### config.mk
export PLATFORM = sky130hd
export DESIGN_NAME = spi_reg_port
export DESIGN_NICKNAME = d
export VERILOG_FILES = /design/src/rtl/spi_reg_pkg.sv /design/src/rtl/spi_reg_ctrl.sv /design/src/rtl/spi_reg_datapath.sv /design/src/rtl/spi_reg_port.sv
export SDC_FILE = /design/constraint.sdc
export NUM_CORES = 1
export LEC_CHECK = 0
export BUFFER_PORTS_ARGS = -buffer_cell sky130_fd_sc_hd__buf_2
export CAP_MARGIN = 10
export CORE_MARGIN = 2
export CORE_UTILIZATION = 44
export CTS_CLUSTER_DIAMETER = 200
export DETAILED_ROUTE_END_ITERATION = 16
export GPL_TIMING_DRIVEN = 0
export PLACE_DENSITY = 0.77
export RECOVER_POWER = 100
export SLEW_MARGIN = 40
export SYNTH_ARGS = -nofsm -noshare
export SYNTH_HDL_FRONTEND = slang
export SYNTH_HIERARCHICAL = 1
export SYNTH_SLANG_ARGS = --single-unit
### constraint.sdc
create_clock -name clk -period 3.5 [get_ports clk]
set_input_delay 0.525 -clock clk [delete_from_list [all_inputs] [get_ports clk]]
set_output_delay 0.525 -clock clk [all_outputs]
set_load 0.05 [all_outputs]
### src/rtl/spi_reg_pkg.sv
package spi_reg_pkg;
  localparam int BYTE_W = 8;
  localparam int ADDR_W = 5;

  typedef enum logic [1:0] {
    PH_INSTR = 2'd0,
    PH_DATA  = 2'd1,
    PH_DONE  = 2'd2
  } phase_e;

  // strobes from the control FSM to the datapath
  typedef struct packed {
    logic       shiftEn;    // take one serial bit
    logic       instrDone;  // eighth instruction bit taken
    logic       writeByte;  // commit assembled byte
    logic       stepAddr;   // advance address after a data byte
    logic       launch;     // drive next read bit
    logic       lsbFirst;   // latched bit order for this cycle
    logic [2:0] bitIdx;     // rising edges seen in current byte
  } ctlStrobes_t;
endpackage

### src/rtl/spi_reg_ctrl.sv
module spi_reg_ctrl
  import spi_reg_pkg::*;
(
  input  logic        clk,
  input  logic        rstN,
  input  logic        csb,
  input  logic        sclk,
  input  logic [7:0]  rxByte,
  input  logic [7:0]  cfgReg,
  output ctlStrobes_t st,
  output logic        sdioOe,
  output logic        sdoOe
);
  phase_e     phase;
  logic       sclkQ;
  logic [2:0] bitCnt;
  logic [1:0] bytesLeft;
  logic       isRead;
  logic       cfgLsb;
  logic       cfg3w;
  logic       sclkRise;
  logic       sclkFall;
  logic       lastBit;
  logic       readActive;

  assign sclkRise   = sclk & ~sclkQ & ~csb;
  assign sclkFall   = ~sclk & sclkQ & ~csb;
  assign lastBit    = sclkRise && (bitCnt == 3'd7);
  assign readActive = (phase == PH_DATA) && isRead;

  always_comb begin
    st.shiftEn   = sclkRise && (phase != PH_DONE);
    st.instrDone = lastBit && (phase == PH_INSTR);
    st.writeByte = lastBit && (phase == PH_DATA) && !isRead;
    st.stepAddr  = lastBit && (phase == PH_DATA);
    st.launch    = sclkFall && readActive;
    st.lsbFirst  = cfgLsb;
    st.bitIdx    = bitCnt;
  end

  assign sdioOe = ~csb & readActive & cfg3w;
  assign sdoOe  = ~csb & readActive & ~cfg3w;

  always_ff @(posedge clk) begin
    if (!rstN) sclkQ <= 1'b0;
    else       sclkQ <= sclk;
  end

  always_ff @(posedge clk) begin
    if (!rstN) begin
      phase     <= PH_INSTR;
      bitCnt    <= '0;
      bytesLeft <= '0;
      isRead    <= 1'b0;
      cfgLsb    <= 1'b0;
      cfg3w     <= 1'b0;
    end else if (csb) begin
      // idle or abort: drop partial state, pick up new mode bits
      phase     <= PH_INSTR;
      bitCnt    <= '0;
      bytesLeft <= '0;
      isRead    <= 1'b0;
      cfgLsb    <= cfgReg[6];
      cfg3w     <= cfgReg[7];
    end else begin
      if (st.shiftEn) bitCnt <= bitCnt + 3'd1;
      if (st.instrDone) begin
        isRead    <= rxByte[7];
        bytesLeft <= rxByte[6:5];
        phase     <= PH_DATA;
      end
      if (st.stepAddr) begin
        if (bytesLeft == 2'd0) phase <= PH_DONE;
        else                   bytesLeft <= bytesLeft - 2'd1;
      end
    end
  end

  // never both lines driven
  a_r7_single_driver: assert property (@(posedge clk) disable iff (!rstN)
    !(sdioOe && sdoOe));

  // mode bits frozen while chip select stays low
  a_r9_cfg_frozen: assert property (@(posedge clk) disable iff (!rstN)
    (!csb && $past(!csb)) |-> ($stable(cfgLsb) && $stable(cfg3w)));

  // a raised chip select puts the FSM back to instruction phase
  a_r5_abort_idle: assert property (@(posedge clk) disable iff (!rstN)
    csb |=> (phase == PH_INSTR) && (bitCnt == 3'd0));
endmodule

### src/rtl/spi_reg_datapath.sv
module spi_reg_datapath
  import spi_reg_pkg::*;
#(
  parameter int NUM_REGS = 8
) (
  input  logic                       clk,
  input  logic                       rstN,
  input  ctlStrobes_t                st,
  input  logic                       sdi,
  output logic [BYTE_W-1:0]          rxByte,
  output logic [BYTE_W-1:0]          cfgReg,
  output logic                       outBit,
  output logic [NUM_REGS*BYTE_W-1:0] regsOut
);
  localparam int IDX_W = (NUM_REGS > 1) ? $clog2(NUM_REGS) : 1;
  localparam logic [ADDR_W:0] LIMIT = (ADDR_W + 1)'(NUM_REGS);

  logic [BYTE_W-1:0] shiftQ;
  logic [ADDR_W-1:0] addrQ;
  logic [BYTE_W-1:0] regFile [NUM_REGS];
  logic [NUM_REGS-1:0] wrEn;
  logic              addrHit;
  logic [BYTE_W-1:0] rdByte;
  logic [2:0]        txSel;

  assign rxByte  = st.lsbFirst ? {sdi, shiftQ[BYTE_W-1:1]} : {shiftQ[BYTE_W-2:0], sdi};
  assign addrHit = {1'b0, addrQ} < LIMIT;
  assign rdByte  = addrHit ? regFile[addrQ[IDX_W-1:0]] : '0;
  assign txSel   = st.lsbFirst ? st.bitIdx : ~st.bitIdx;
  assign cfgReg  = regFile[0];

  for (genvar g = 0; g < NUM_REGS; g++) begin : gReg
    assign wrEn[g] = st.writeByte && addrHit && (addrQ[IDX_W-1:0] == IDX_W'(g));
    assign regsOut[g*BYTE_W +: BYTE_W] = regFile[g];
  end

  always_ff @(posedge clk) begin
    if (!rstN) begin
      for (int i = 0; i < NUM_REGS; i++) regFile[i] <= '0;
    end else begin
      for (int i = 0; i < NUM_REGS; i++)
        if (wrEn[i]) regFile[i] <= rxByte;
    end
  end

  always_ff @(posedge clk) begin
    if (!rstN) begin
      shiftQ <= '0;
      addrQ  <= '0;
      outBit <= 1'b0;
    end else begin
      if (st.shiftEn) shiftQ <= rxByte;
      if (st.instrDone)     addrQ <= rxByte[ADDR_W-1:0];
      else if (st.stepAddr) addrQ <= st.lsbFirst ? addrQ + 1'b1 : addrQ - 1'b1;
      if (st.launch) outBit <= rdByte[txSel];
    end
  end

  // register contents move only on a committed byte
  a_r5_commit_only: assert property (@(posedge clk) disable iff (!rstN)
    !st.writeByte |=> $stable(regsOut));

  // MSB-first steps down, LSB-first steps up, modulo 32
  a_r4_step_down: assert property (@(posedge clk) disable iff (!rstN)
    (st.stepAddr && !st.lsbFirst) |=> addrQ == $past(addrQ) - 1'b1);
  a_r4_step_up: assert property (@(posedge clk) disable iff (!rstN)
    (st.stepAddr && st.lsbFirst) |=> addrQ == $past(addrQ) + 1'b1);

  // unimplemented addresses send zeros
  a_r10_unmapped_zero: assert property (@(posedge clk) disable iff (!rstN)
    (st.launch && !addrHit) |=> !outBit);
endmodule

### src/rtl/spi_reg_port.sv
module spi_reg_port
  import spi_reg_pkg::*;
#(
  parameter int NUM_REGS = 8
) (
  input  logic                       clk,
  input  logic                       rstN,
  input  logic                       csb,
  input  logic                       sclk,
  input  logic                       sdioIn,
  output logic                       sdioOut,
  output logic                       sdioOe,
  output logic                       sdoOut,
  output logic                       sdoOe,
  output logic [NUM_REGS*BYTE_W-1:0] regsOut
);
  ctlStrobes_t       st;
  logic [BYTE_W-1:0] rxByte;
  logic [BYTE_W-1:0] cfgReg;
  logic              outBit;

  spi_reg_ctrl uCtrl (
    .clk    (clk),
    .rstN   (rstN),
    .csb    (csb),
    .sclk   (sclk),
    .rxByte (rxByte),
    .cfgReg (cfgReg),
    .st     (st),
    .sdioOe (sdioOe),
    .sdoOe  (sdoOe)
  );

  spi_reg_datapath #(.NUM_REGS(NUM_REGS)) uDp (
    .clk     (clk),
    .rstN    (rstN),
    .st      (st),
    .sdi     (sdioIn),
    .rxByte  (rxByte),
    .cfgReg  (cfgReg),
    .outBit  (outBit),
    .regsOut (regsOut)
  );

  assign sdioOut = outBit;
  assign sdoOut  = outBit;

  // outputs released whenever chip select is high
  a_r8_release: assert property (@(posedge clk) disable iff (!rstN)
    csb |-> (!sdioOe && !sdoOe));
endmodule

==> qor.txt, run 1 <==
Status: finished, final reports clean
Least-Margin Pin Slew: 0.654 ns
Cells after Synth: 393
Vias: 3,396
IO Pins: 73
# hold bufs at CTS: 0
Yosys cell types: 54
Die width: 105 microns
Final cycle utilization of the critical path: 92.0%
CP bufs+invs: 0
Total routed wirelength: 11.4 mm
Post-layout instance area: 5100 sq um
Initial antenna violation count: 0
Area after DPL: 5040 sq um
DR WL/cell: 18.6 microns
Layout Skew: 0.0153 ns
CTS max path bufs: 2
FF+latch count, synth: 92
Grt total ovfl: 0
Core Footprint: 9820 sq um
Post CTS Setup Buffer Count: 0
Commonest non-fill, non-tap cell in the layout: clkbuf_1
Worst Setup End Kind: register
Ys flop type: edfxtp_1
First-pass GRT wire length: 17.7 mm
Die area: 11,000 sq um
Fin util: 51.9%
Worst hold path class: in2reg
PwrDens: 421 nW/um^2
Nets: 486
Slowest cell on crit path: nand2_1
Total power: 2150 uW
Clock network fraction of total power: 29.7%
Ranking of synthesized cells by area: edfxtp_1, dfxtp_1, nor2_1
Min Tclk post-route: 3.22 ns
Area delta synth->final: 13.5%
Ys async rst share: 0%
RSZ-0062 raised after global routing: false
Syn. warnings: 6
Top delay family on crit path: simple AND/OR/NAND/NOR gates
Initial Utilization: 45.7%
Sw Pwr: 626 uW
Worst Path Max Fanout: 9
Mean Syn Cell Area: 11.4 sq um
Net Count, Synth: 404
Register area share after synthesis: 55.3%
Max-slew violations: 0
Iteration-0 DRC count of the detailed router: 343
Req. time, crit path: 3.53 ns
CTS Buf Count: 9
Sequential fraction of design power: 57.3%
Comb power frac: 13.0%
Via density: 5.54
Antenna-violating nets left: 0
Area leader, netlist: edfxtp_1
Most frequent cells in the layout: clkbuf_1, nor2_1, edfxtp_1, nand2_1, dfxtp_1
DR pass1 iterations: 5
Clock transition time at the flip-flop clock pins of the worst setup and hold paths: 0.09 ns
Setup Crit Path Kind: reg2reg
Max Cap Viol: 0
Worst reg2reg setup slack: 0.28 ns
Die Y: 105 microns
CTS tree: yes
Post_cts resized: 0
Max VDD drop: 0.181 mV
Dpl hpwl: 8.42 mm
# diodes: 0
Pleak: 0.00176 uW
Clock root buffer: clkbuf_8
Crit path largest cell delay: 0.46 ns
Largest net degree at the start of global routing: 16
Fin. Hold Viols: 0
Critical path cell sequence: ha_1 -> ha_1 -> or3b_4 -> nor4_1 -> nand2_1 -> nor2_1 -> nand3_1 -> nand2_1
Fillers: 910
Max frequency: 311 MHz
Residual DRC: 0
Setup violators final: 0
CP startpoint kind: register
Sw Share: 29.2%
IO Port Bufs: 71
Share of layout cells above drive strength 1: 12.1%
Number of global-route vias before repair: 3,334
Clock sink total: 92
Yosys top cell area share: 42.8%
H-tree depth reported by CTS: 3
Post-Synthesis Cell Area: 4490 sq um
GRT Util Overall: 21.2%
# rows: 36
RD Place Congestion: 0.880
Relative slew slack: 56.4%
Internal Pwr Total: 1520 uW
Critical Path AT: 3.25 ns
Clock Latency Late Sink: 0.37 ns
Number of synthesized flops with an enable pin: 64
## cells in the mapped netlist, types with 4 or more instances
| cell type | n |
|---|---|
| a211oi_1 | 7 |
| a21oi_1 | 12 |
| buf_2 | 4 |
| buf_4 | 11 |
| clkbuf_1 | 8 |
| dfxtp_1 | 28 |
| edfxtp_1 | 64 |
| ha_1 | 5 |
| inv_1 | 17 |
| mux2_1 | 7 |
| mux2_2 | 11 |
| mux2i_1 | 16 |
| mux4_2 | 8 |
| nand2_1 | 36 |
| nand2b_1 | 6 |
| nand3_1 | 6 |
| nor2_1 | 70 |
| o21ai_0 | 7 |
| o21ai_1 | 5 |
| o22ai_1 | 9 |
## layout make-up
| class | instances | area, sq um | share of cell area, % |
|---|---|---|---|
| plain buffers | 28 | 183 | 3.58 |
| clock buffers | 11 | 131 | 2.58 |
| clock inverters | 5 | 36.3 | 0.712 |
| inverters | 21 | 81.3 | 1.60 |
| multi-input cells | 252 | 1750 | 34.3 |
| flip-flops and latches | 92 | 2480 | 48.7 |
| well taps | 133 | 166 | 3.26 |
| repair buffers | 71 | 269 | 5.28 |
## cell families after synthesis
| group | Yosys count | share of synthesized area, % |
|---|---|---|
| AOI/OAI and AO/OA | 54 | 7.72 |
| muxes | 44 | 13.3 |
| buffers and inverters | 49 | 6.05 |
| and+or+nand+nor | 144 | 15.1 |
| adders and majority gates | 6 | 1.84 |
| DFF | 92 | 55.3 |
| xor gates and xnor gates | 4 | 0.780 |
## metrics by stage
step	cells	hold slack [ns]	TNS [ns]	worst slack, ns
5_1_grt	613	0.451	0	0.0704
3_3_place_gp	597	0.468	-0.298	-0.0270
6_report	613	0.453	0	0.280
2_1_floorplan	393	0.449	0	0.771
4_1_cts	613	0.427	0	0.269
3_5_place_dp	597	0.479	0	0.273
## power groups by stage
| stage | Clock (uW) | Sequential [uW] | Combinational [uW] |
|---|---|---|---|
| 2_1_floorplan | 0 | 1360 | 105 |
| 3_3_place_gp | 0 | 1250 | 287 |
| 3_5_place_dp | 0 | 1250 | 292 |
| 4_1_cts | 644 | 1230 | 293 |
| 5_1_grt | 683 | 1230 | 292 |
| 6_report | 638 | 1230 | 280 |
## registers in the layout (all words and copies together), names as in the netlist, named ones only
register,flops
uDp/addrQ,5
uCtrl/isRead,1
uCtrl/sclkQ,1
uCtrl/bytesLeft,2
uDp/outBit,1
uCtrl/cfgLsb,1
uCtrl/bitCnt,3
uDp/regFile,64
uCtrl/phase,2
uDp/shiftQ,8
uCtrl/cfg3w,1
## worst paths after layout
path | start | endpoint | cells after the start
worst max-delay path | uCtrl/bitCnt[1] | uDp/regFile[2][3] | 8
worst min-delay path | sclk | uCtrl/sclkQ | 2
worst max register to register | uCtrl/bitCnt[1] | uDp/regFile[2][3] | 8
worst min register to register | uDp/shiftQ[4] | uDp/shiftQ[4] | 2
## layer usage
| metal | up-vias | part of all wire, % | GRT usage, % |
|---|---|---|---|
| met3 | 13 | 7.6 | 5.30 |
| met1 | 1657 | 42 | 27.9 |
| met5 | - | 0 | 0 |
| met4 | 0 | 1.3 | 7.14 |
| li1 | 1575 | - | - |
| met2 | 151 | 49 | 34.1 |
Power figures use the tool's default switching activity.
==> run 2, diff against run 1 <==
--- a/config.mk
+++ b/config.mk
@@ -8,11 +8,11 @@
 export BUFFER_PORTS_ARGS = -buffer_cell sky130_fd_sc_hd__buf_2
 export CAP_MARGIN = 10
 export CORE_MARGIN = 2
-export CORE_UTILIZATION = 44
+export CORE_UTILIZATION = 43
 export CTS_CLUSTER_DIAMETER = 200
 export DETAILED_ROUTE_END_ITERATION = 16
 export GPL_TIMING_DRIVEN = 0
-export PLACE_DENSITY = 0.77
+export PLACE_DENSITY = 0.75
 export RECOVER_POWER = 100
 export SLEW_MARGIN = 40
 export SYNTH_ARGS = -nofsm -noshare
==> qor.txt, run 2 (synthesis gave the netlist of run 1 again) <==
Worst R2R Path Depth: 8
Layout Skew: 0.0168 ns
Max VDD drop: 0.189 mV
Most used cell, CP: ha_1
Via density: 5.53
Largest net degree at the start of global routing: 19
Worst hold path class: in2reg
Share of layout cells above drive strength 1: 12.7%
Max frequency: 304 MHz
RSZ-0062 raised after global routing: false
Relative slew slack: 42.3%
Clock root buffer: clkbuf_8
Top reg by flops: uDp/regFile
RD Place Congestion: 0.894
Clock transition time at the flip-flop clock pins of the worst setup and hold paths: 0.10 ns
# rows: 37
Non-Filler Instances: 616
Total power: 2270 uW
Worst Setup End Kind: register
Commonest non-fill, non-tap cell in the layout: clkbuf_1
Initial Utilization: 43.9%
Core Footprint: 10,200 sq um
Clock Latency Late Sink: 0.37 ns
Total routed wirelength: 11.1 mm
Fin. Hold Viols: 0
First-pass GRT wire length: 17.2 mm
Hold Path Cell Cnt: 2
Sum Neg Setup Slack: 0 ns
DR WL/cell: 18.1 microns
Number of global-route vias before repair: 3,303
Status: finished, final reports clean
Grt total ovfl: 0
Req. time, crit path: 3.54 ns
IO Pins: 73
GRT Util Overall: 20.2%
Pleak: 0.00177 uW
Least-Margin Pin Slew: 0.860 ns
Iteration-0 DRC count of the detailed router: 328
Post CTS Setup Buffer Count: 0
Residual DRC: 0
Min Tclk post-route: 3.29 ns
# hold bufs at CTS: 0
CP startpoint kind: register
H-tree depth reported by CTS: 3
Max-slew violations: 0
Fillers: 940
Antenna-violating nets left: 0
Die width: 106 microns
Crit path largest cell delay: 0.47 ns
Setup Crit Path Kind: reg2reg
Post_cts resized: 0
DR pass1 iterations: 4
Slowest cell on crit path: nor4_1
IO Port Bufs: 71
Dpl hpwl: 8.24 mm
Worst Path Max Fanout: 9
Area delta synth->final: 14.2%
Setup violators final: 0
Fin util: 50.1%
PwrDens: 442 nW/um^2
Clock sink total: 92
Largest regs: uDp/regFile x64, uDp/shiftQ x8, uDp/addrQ x5
Most frequent cells in the layout: clkbuf_1, nor2_1, edfxtp_1, nand2_1, dfxtp_1
Max Cap Viol: 0
CTS Buf Count: 9
Vias: 3,404
Nets: 486
# diodes: 0
Final cycle utilization of the critical path: 93.9%
CTS max path bufs: 2
Initial antenna violation count: 0
Die area: 11,300 sq um
# placed instances: 600
CTS tree: yes
Max reg flops: 64
Critical Path AT: 3.33 ns
Die Y: 106 microns
Critical path cell sequence: ha_1 -> ha_1 -> or3b_4 -> nor4_1 -> nand2_1 -> nor2_1 -> nand3_1 -> nand2_2
[run 2: power by group]
part / switching [uW] / internal [uW]
logic: 221 / 57.4
registers: 26.4 / 1200
clock network: 411 / 348
total: 658 / 1610
[run 2: final timing paths]
check / to / start / slack [ns]
min: uCtrl/sclkQ / sclk / 0.45
max reg2reg: uDp/regFile[2][6] / uCtrl/bitCnt[1] / 0.21
max: uDp/regFile[2][6] / uCtrl/bitCnt[1] / 0.21
min reg2reg: uDp/shiftQ[2] / uDp/shiftQ[2] / 0.50
[run 2: final cells by class]
class	instances	area [sq um]	share of cell area [%]
multi-input combinational	252	1740	33.9
sequential	92	2480	48.4
inverter	21	81.3	1.59
timing repair buffer	71	269	5.25
tap	136	170	3.32
buffer	28	175	3.42
clock buffer	9	124	2.42
clock inverter	7	86.3	1.68
[run 2: metrics by stage]
stage               cell area [sq um]  hold slack [ns]  worst slack (ns)
finish                           5130            0.453             0.212
global placement                 5020            0.469             0.171
CTS                              5240            0.434            0.0893
floorplan                        4490            0.449             0.771
detailed placement               5030            0.483             0.145
global route                     5130            0.459            0.0224
[run 2: worst max-delay path, delay by kind of cell, from the launching register on]
family / cells / cell delay, ns
flip-flops: 1 / 0.45
adder cells (fa/ha/maj): 2 / 0.45
AND/OR/NAND/NOR: 6 / 2.06
[run 2: layer usage]
metal,vias up,part of all wire [%],routed length (microns),GRT usage [%]
li1,1578,-,-,-
met5,-,0,0,0
met1,1663,42,4690,27.4
met3,6,8.2,913,4.35
met2,157,49,5440,32.4
met4,0,0.94,105,6.95
==> run 3, diff against run 2 <==
--- a/config.mk
+++ b/config.mk
@@ -5,15 +5,16 @@
 export SDC_FILE = /design/constraint.sdc
 export NUM_CORES = 1
 export LEC_CHECK = 0
-export BUFFER_PORTS_ARGS = -buffer_cell sky130_fd_sc_hd__buf_2
 export CAP_MARGIN = 10
 export CORE_MARGIN = 2
 export CORE_UTILIZATION = 43
 export CTS_CLUSTER_DIAMETER = 200
 export DETAILED_ROUTE_END_ITERATION = 16
+export DONT_BUFFER_PORTS = 1
 export GPL_TIMING_DRIVEN = 0
-export PLACE_DENSITY = 0.75
+export PLACE_DENSITY = 0.7
 export RECOVER_POWER = 100
+export SETUP_SLACK_MARGIN = 0.4
 export SLEW_MARGIN = 40
 export SYNTH_ARGS = -nofsm -noshare
 export SYNTH_HDL_FRONTEND = slang
==> qor.txt, run 3 (synthesis gave the netlist of run 1 again) <==
Status: finished, final reports clean
Non-Filler Instances: 546
Sum Neg Setup Slack: 0 ns
DR WL/cell: 20.1 microns
H-tree depth reported by CTS: 3
Residual DRC: 0
Min Tclk post-route: 2.99 ns
# rows: 37
Sw Pwr: 640 uW
CTS max path bufs: 2
Pleak: 0.00165 uW
Comb power frac: 5.6%
Worst hold slack: 0.283 ns
Initial Utilization: 43.9%
Clock network fraction of total power: 33.7%
Largest regs: uDp/regFile x64, uDp/shiftQ x8, uDp/addrQ x5
Max VDD drop: 0.306 mV
Area delta synth->final: 8.05%
GRT Util Overall: 20.4%
IO Pins: 73
# placed instances: 530
Clock Latency Late Sink: 0.36 ns
RD Place Congestion: 0.869
Worst R2R Path Depth: 8
CTS Buf Count: 9
Max frequency: 334 MHz
Grt total ovfl: 0
Least-Margin Pin Slew: 0.892 ns
# diodes: 0
Post-layout instance area: 4850 sq um
Die area: 11,300 sq um
CP startpoint kind: register
Nets: 416
Initial antenna violation count: 0
DR pass1 iterations: 5
Setup Crit Path Kind: reg2reg
Commonest non-fill, non-tap cell in the layout: nor2_1
Internal Pwr Total: 1590 uW
Number of global-route vias before repair: 3,113
IO Port Bufs: 0
Setup violators final: 0
Clock sink total: 92
Final worst setup slack: 0.508 ns
Fillers: 930
PwrDens: 459 nW/um^2
Final cycle utilization of the critical path: 85.5%
Worst Path Max Fanout: 9
Multi-input gate area: 1760 sq um
Dpl hpwl: 8.32 mm
Largest net degree at the start of global routing: 18
Most frequent cells in the layout: nor2_1, edfxtp_1, nand2_1, dfxtp_1, clkbuf_1
Sequential fraction of design power: 60.7%
Iteration-0 DRC count of the detailed router: 280
Top reg by flops: uDp/regFile
Clock root buffer: clkbuf_8
Total routed wirelength: 11.0 mm
Max reg flops: 64
Via density: 5.72
Critical Path AT: 3.05 ns
Sequential cell area: 2480 sq um
Max Cap Viol: 0
Fin. Hold Viols: 0
Pre-CTS WS: 0.164 ns
Core Footprint: 10,200 sq um
Layout Skew: 0.00842 ns
Max-slew violations: 0
RSZ-0062 raised after global routing: false
Hold Path Cell Cnt: 1
Area after DPL: 4690 sq um
Die width: 106 microns
# hold bufs at CTS: 0
Vias: 3,125
Req. time, crit path: 3.55 ns
Sw Share: 28.7%
Clock transition time at the flip-flop clock pins of the worst setup and hold paths: 0.10 ns
CTS tree: yes
Share of layout cells above drive strength 1: 12.9%
Worst Setup End Kind: register
First-pass GRT wire length: 17.3 mm
Antenna-violating nets left: 0
Worst hold path class: in2reg
Relative slew slack: 40.3%
Die Y: 106 microns
[run 3: changes by cell type in the layout (fill, tap and decap cells not counted), sizes merged]
cell	change
inv	-1
clkbuf	-59
buf	-10
[run 3: metal layers]
layer	part of all wire, %	track usage [%]
met4	2.9	8.36
met3	9.7	6.07
met5	0	0
met2	46	32.0
met1	41	26.5
[run 3: final cells by class]
cell class                      count  share of cell area, %
Buffer                             28                   3.07
Clock buffer                       10                   2.63
Clock inverter                      6                   1.60
Inverter                           21                   1.68
Multi-Input combinational cell    252                   36.3
Sequential cell                    92                   51.2
Tap cell                          136                   3.51
Timing Repair Buffer                1                 0.0774
[run 3: power by group through the flow]
stage                     sequential, uW  clock (uW)  combinational [uW]
after global placement              1380           0                 127
after floorplan                     1360           0                 105
final                               1350         751                 125
after detailed placement            1380           0                 130
after CTS                           1350         764                 131
after global routing                1360         798                 136
[run 3: repair_timing]
| action | in CTS | in global routing |
|---|---|---|
| setup buffers | 0 | 0 |
| gates cloned | 0 | 0 |
| endpoints found under the setup margin | 64 | 64 |
| gates resized for setup | 2 | 9 |
[run 3: worst paths after layout]
check	slack, ns	from	end
min	0.28	sclk	uCtrl/sclkQ
max reg2reg	0.51	uCtrl/bitCnt[1]	uDp/regFile[2][6]
max	0.51	uCtrl/bitCnt[1]	uDp/regFile[2][6]
min reg2reg	0.49	uDp/shiftQ[0]	uDp/shiftQ[0]
[run 3: critical path: stages (launching register included)]
cell,delay (ns)
dfxtp_1,0.46
ha_1,0.19
ha_1,0.23
or3b_1,0.47
nor4_4,0.29
nand2_1,0.09
nor2_1,0.28
nand3_1,0.35
nand2_2,0.32
[run 3: through the flow]
step,util (%),power [uW]
CTS,47.9,2250
global route,47.4,2290
finish,47.4,2230
floorplan,-,1470
detailed placement,45.8,1510
global placement,45.6,1500
